**src/rtl/hybrid_prefix_adder.sv**
```systemverilog
module hybrid_prefix_adder #(
  parameter int W = 12,
  parameter int SPLIT = 6,
  parameter logic [W-SPLIT-1:0] HI_CONST = 6'b101101
) (
  input  logic [W-1:0]     a,
  input  logic [SPLIT-1:0] b_lo,
  input  logic             cin,
  output logic [W-1:0]     sum,
  output logic             cout
);
  localparam int N   = SPLIT + 1;
  localparam int L   = (N > 1) ? $clog2(N) : 1;
  localparam int STG = 2 * L - 1;
  localparam int HW  = W - SPLIT;

  logic [N-1:0]     gt [0:STG];
  logic [N-1:0]     pt [0:STG];
  logic [SPLIT-1:0] pb;
  logic [HW:0]      hc;
  logic             unused_p;

  assign pb    = a[SPLIT-1:0] ^ b_lo;
  assign gt[0] = {a[SPLIT-1:0] & b_lo, cin};
  assign pt[0] = {pb, 1'b0};

  genvar s, i;
  for (s = 0; s < STG; s++) begin : g_stage
    localparam bit UP = (s < L);
    localparam int LV = UP ? s : (2 * L - 2 - s);
    localparam int D  = 1 << LV;
    for (i = 0; i < N; i++) begin : g_node
      localparam bit ACT  = UP ? (((i + 1) % (2 * D)) == 0)
                               : ((((i + 1) % (2 * D)) == D) && (i + 1 > 2 * D));
      localparam bit GRAY = UP ? ((i + 1) == 2 * D) : 1'b1;
      if (ACT && GRAY) begin : g_gray
        assign gt[s+1][i] = gt[s][i] | (pt[s][i] & gt[s][i-D]);
        assign pt[s+1][i] = pt[s][i];
      end else if (ACT) begin : g_black
        assign gt[s+1][i] = gt[s][i] | (pt[s][i] & gt[s][i-D]);
        assign pt[s+1][i] = pt[s][i] & pt[s][i-D];
      end else begin : g_buf
        assign gt[s+1][i] = gt[s][i];
        assign pt[s+1][i] = pt[s][i];
      end
    end
  end

  assign unused_p         = ^pt[STG];
  assign sum[SPLIT-1:0]   = pb ^ gt[STG][SPLIT-1:0];
  assign hc[0]            = gt[STG][SPLIT];

  for (i = 0; i < HW; i++) begin : g_hi
    if (HI_CONST[i]) begin : g_one
      assign sum[SPLIT+i] = ~(a[SPLIT+i] ^ hc[i]);
      assign hc[i+1]      = a[SPLIT+i] | hc[i];
    end else begin : g_zero
      assign sum[SPLIT+i] = a[SPLIT+i] ^ hc[i];
      assign hc[i+1]      = a[SPLIT+i] & hc[i];
    end
  end

  assign cout = hc[HW];
endmodule

```
**config.mk**
```make
export PLATFORM = sky130hd
export DESIGN_NAME = hybrid_prefix_adder
export DESIGN_NICKNAME = d
export VERILOG_FILES = /design/src/rtl/hybrid_prefix_adder.sv
export SDC_FILE = /design/constraint.sdc
export NUM_CORES = 1
export LEC_CHECK = 0
export BUFFER_PORTS_ARGS = -buffer_cell sky130_fd_sc_hd__buf_2
export CAP_MARGIN = 20
export CORE_AREA = 2 2 39 41
export DETAILED_ROUTE_END_ITERATION = 10
export DIE_AREA = 0 0 41 43
export GPL_ROUTABILITY_DRIVEN = 0
export PLACE_DENSITY = 0.7
export SLEW_MARGIN = 20
export SYNTH_ARGS = -nofsm -noshare
export SYNTH_HDL_FRONTEND = slang
export SYNTH_SLANG_ARGS = --single-unit
```
**constraint.sdc**
```tcl
create_clock -name vclk -period 6.9
set_input_delay 0.345 -clock vclk [all_inputs]
set_output_delay 0.345 -clock vclk [all_outputs]
set_load 0.05 [all_outputs]
```
==> reports/results.ini, run 1 <==
[power_and_ir_drop]
p_int_mw=0.0213
clkPwrFrac=0
p_sw_frac=0.737
p_per_area_mw_per_mm2=155
seqPwrFrac=0
p_comb_frac=1.000
power_switching_mw=0.0596
peakVddDrop_mv=0.0530
finalPower_mw=0.0809
p_leak_nw=0.367

[global_route]
grt_pass1_wl_mm=1.06
antenna_found_initial=0
grt_usage=0.0795
grtUsageMet1=0.0777
grt_max_degree=4
grt_pass1_vias=328
met3_usage=0
top_usage_layer=met2
grt.overflow.total=0
grt_util_met2=0.172

[hold_path]
hold_class=input port to output pin
holdPathEnd=sum[10]
min_path_cells=3
min_from=a[10]

[critical_path]
crit_path_start_kind=input port
critPathArrivalTime_ps=3180
worstPathRequired_ps=6550
crit_start=a[0]
crit_type=input port to output pin
end_kind=output pin
path_max_fanout=2

[yosys]
synth_area_leaders=ha_1 (36%), inv_1 (25%), fa_1 (23%), a21oi_2 (2.6%), xnor2_1 (2.6%)
synth_cell_type_count=10
postSynthCellCount=44
syn_area_um2=343
seq_area_frac_synth=0
synth_area_per_cell_um2=7.79
synth_nets=77
yosys-top-cells-count=inv_1 (23), ha_1 (10), fa_1 (4)
yosysTopAreaCellShare=0.365
synth_top_area_cell=ha_1
synth.most_common_cell=inv_1
yosysWarnings=0

[sta]
worst_slew_pin_slew_ps=249
finalHoldViolations=0
max_slew_margin=0.835
grt_setup_unrepaired=no
setup_violations=0
setup_tns_ps=0
fmax_mhz=284
period_share=0.510
min_period_ps=3520
final.setup.worst_slack_ps=3380
drv_slew=0
whs_ps=1130

[final_layout]
final_util=0.378
final_cells=92
n_clock_buffer=0
syn2layout_area_growth_pct=52.6
final_nets=111
seq_cells=0
fill_cells=150
final_area_um2=523
drive_gt1_frac=0.434
final-seq-area_um2=0
n_antenna_cell=0

[routing]
drcViolationCount=0
first_pass_iters=2
viasPerCell=3.84
antenna_left=0
totalWireLength_um=662
vias=353
drt-initial-drc-count=2
detail_route.wl_per_cell_um=7.20

[place]
dp_slack_ps=3360
hpwlAfterDp_um=667
place_area_um2=523
place_inst=92
port_buffers=32

[outcome]
status=complete, no violations

[floorplanning]
initial_utilization=0.248
core_mm2=0.00138
die_h_um=43
rows=14
die_w_um=41
ios=32
die-area_mm2=0.00176

[clocking]
cts.repair.resized=0
cts_hold_buf=0
postCtsSetupBuffers=0

[flow_run]
max-cap-violations=0

-- final cells by class --
class | instances | area (um^2) | share of cell area
Inverter | 23 | 86.3 | 0.165
Multi-Input combinational cell | 21 | 256 | 0.490
Tap cell | 16 | 20.0 | 0.0383
Timing Repair Buffer | 32 | 160 | 0.306
-- layout by cell type (no fill, tap or decap) --
master,Yosys,routed
xor2_1,1,1
a21o_1,1,1
a21oi_2,1,1
nand2_1,1,1
inv_1,23,23
a31oi_1,1,1
xnor2_1,1,1
nand3b_1,1,1
fa_1,4,4
ha_1,10,10
buf_2,0,32
-- power groups by stage --
stage               clock (mW)  combinational (mW)  sequential [mW]
floorplan                    0              0.0638                0
global placement             0              0.0807                0
detailed placement           0              0.0819                0
CTS                          0              0.0821                0
global route                 0              0.0872                0
finish                       0              0.0809                0
-- logic make-up (layout without fill, tap and decap cells) --
group | Yosys count | in the layout | synth area share
adders and majority gates | 14 | 14 | 0.599
buffers and inverters | 23 | 55 | 0.252
and+or+nand+nor | 2 | 2 | 0.0328
xor gates and xnor gates | 2 | 2 | 0.0511
AOI/OAI and AO/OA | 3 | 3 | 0.0657
-- per-layer routing --
metal / vias up / part of all wire
met5: - / 0
met4: 0 / 0
met3: 0 / 0.021
met2: 4 / 0.65
met1: 160 / 0.33
li1: 189 / -
-- critical path: stages --
cell and delay, ps:
buf_2 70, inv_1 40, fa_1 450, nand3b_1 180
nand2_1 100, a31oi_1 110, fa_1 370, ha_1 190
inv_1 50, ha_1 130, inv_1 40, ha_1 170
ha_1 170, inv_1 50, ha_1 130, inv_1 40
ha_1 260, inv_1 50, buf_2 250
-- how the worst max path moves through the flow --
stage | to | slack, ps | cells after the start
4_1_cts | sum[11] | 3350 | 19
3_3_place_gp | sum[11] | 3420 | 19
3_5_place_dp | sum[11] | 3360 | 19
5_1_grt | sum[11] | 3180 | 19
2_1_floorplan | sum[11] | 3560 | 17
6_report | sum[11] | 3380 | 19
Note: power is estimated with default switching activity, not from simulation.
==> run 2, diff against run 1 <==
==> constraint.sdc (replaced) <==
create_clock -name vclk -period 3.3
set_input_delay 0.165 -clock vclk [all_inputs]
set_output_delay 0.165 -clock vclk [all_outputs]
set_load 0.05 [all_outputs]
==> run 2 against run 1 <==
Flip-flop and latch count did not move; final cell count is the same; count of clock-buffer cells in the layout stayed put; global-route usage decreased by 0.32 points; power increased by 110%; critical path type unchanged; combinational power is 110% higher; non-clock buffer count did not move; die area stayed put.
==> reports/results.ini, run 2 (synthesis results as in run 1) <==
[outcome]
status=complete, no violations

[clocking]
cts.repair.resized=0  ; unchanged
postCtsSetupBuffers=0  ; unchanged
cts_hold_buf=0  ; unchanged

[floorplanning]
die-area_mm2=0.00176  ; unchanged
die_w_um=41  ; unchanged
initial_utilization=0.248  ; unchanged
ios=32  ; unchanged
die_h_um=43  ; unchanged
core_mm2=0.00138  ; unchanged
rows=14  ; unchanged

[routing]
totalWireLength_um=667  ; +0.76%
first_pass_iters=1  ; -1
drcViolationCount=0  ; unchanged
antenna_left=0  ; unchanged
detail_route.wl_per_cell_um=7.25  ; +0.76%
viasPerCell=3.68  ; -4.0%
vias=339  ; -4.0%
drt-initial-drc-count=0  ; -2

[global_route]
grt.overflow.total=0  ; unchanged
grt_pass1_wl_mm=1.01  ; -3.9%
grt_usage=0.0763  ; -0.00317
grt_pass1_vias=302  ; -7.9%
grt_max_degree=4  ; unchanged
antenna_found_initial=0  ; unchanged

[final_layout]
syn2layout_area_growth_pct=53.3
n_antenna_cell=0  ; unchanged
drive_gt1_frac=0.434  ; unchanged
final_nets=111  ; unchanged
final_cell_mix=buf_2 (31), inv_1 (23), ha_1 (10)
final_common_cell=buf_2
n_clock_buffer=0  ; unchanged
seq_cells=0  ; unchanged
final_util=0.380  ; +0.00181
final-seq-area_um2=0  ; unchanged

[power_and_ir_drop]
peakVddDrop_mv=0.115  ; +120%
p_per_area_mw_per_mm2=324  ; +110%
p_leak_nw=0.368  ; +0.24%

[sta]
whs_ps=772  ; -362 ps
drv_slew=0  ; unchanged
max_slew_margin=0.831  ; -0.00389
grt_setup_unrepaired=no
setup_tns_ps=0  ; unchanged
finalHoldViolations=0  ; unchanged
min_period_ps=3100
fmax_mhz=323
worst_slew_pin_slew_ps=255  ; +5.87 ps
setup_violations=0  ; unchanged
period_share=0.940

[critical_path]
end_kind=output pin
path_max_fanout=2  ; unchanged
crit_end=sum[11]
worstPathRequired_ps=3130  ; -3420 ps
critPathArrivalTime_ps=2940  ; -240 ps
crit_start=a[0]
crit_path_start_kind=input port
crit_type=input port to output pin

[place]
hpwlAfterDp_um=665  ; -0.27%
port_buffers=32  ; unchanged

[hold_path]
hold_class=input port to output pin

[flow_run]
max-cap-violations=0  ; unchanged

[run 2: cell counts in the layout (fill, tap and decap cells not counted)]
Identical to the previous run, type by type.
[run 2: layout make-up]
| class | count | area (um^2) |
|---|---|---|
| tap | 16 | 20.0 |
| fill | 151 | 858 |
| inverter | 23 | 86.3 |
| timing repair buffer | 32 | 163 |
| multi-input combinational | 21 | 256 |
[run 2: through the flow]
| step | cells | total power [mW] | setup WS, ps | instance area [um^2] |
|---|---|---|---|---|
| 2_1_floorplan | 44 | 0.133 | 317 | 343 |
| 3_3_place_gp | 92 | 0.168 | 167 | 523 |
| 3_5_place_dp | 92 | 0.171 | 124 | 523 |
| 4_1_cts | 92 | 0.171 | 115 | 523 |
| 5_1_grt | 92 | 0.184 | 3.23 | 526 |
| 6_report | 92 | 0.170 | 200 | 526 |
[run 2: worst min-delay path by stage]
stage / from / to / slack, ps / cells past startpoint
finish: a[7] / sum[7] / 770 / 3
global route: a[10] / sum[10] / 790 / 3
global placement: a[10] / sum[10] / 770 / 3
CTS: a[7] / sum[7] / 780 / 3
detailed placement: a[7] / sum[7] / 780 / 3
floorplan: a[11] / sum[11] / 670 / 3
[run 2: critical path, cell delays in order]
cell      delay [ps]
buf_2             70
inv_1             40
fa_1             450
nand3b_1         170
nand2_1          100
a31oi_1          110
fa_1             370
ha_1             190
inv_1             50
ha_1             130
inv_1             40
ha_1             170
ha_1             170
inv_1             50
ha_1             130
inv_1             40
ha_1             260
inv_1             50
buf_4            180
[run 2: power by group]
part | switching [mW] | internal [mW]
clock | 0 | 0
sequential | 0 | 0
combinational | 0.125 | 0.0451
total | 0.125 | 0.0451
[run 2: routing by layer]
layer | GRT usage | vias to the layer above | share of wire
li1 | - | 188 | -
met4 | 0 | 0 | 0
met3 | 0.00524 | 0 | 0.043
met5 | 0 | - | 0
met1 | 0.0804 | 147 | 0.34
met2 | 0.156 | 4 | 0.62
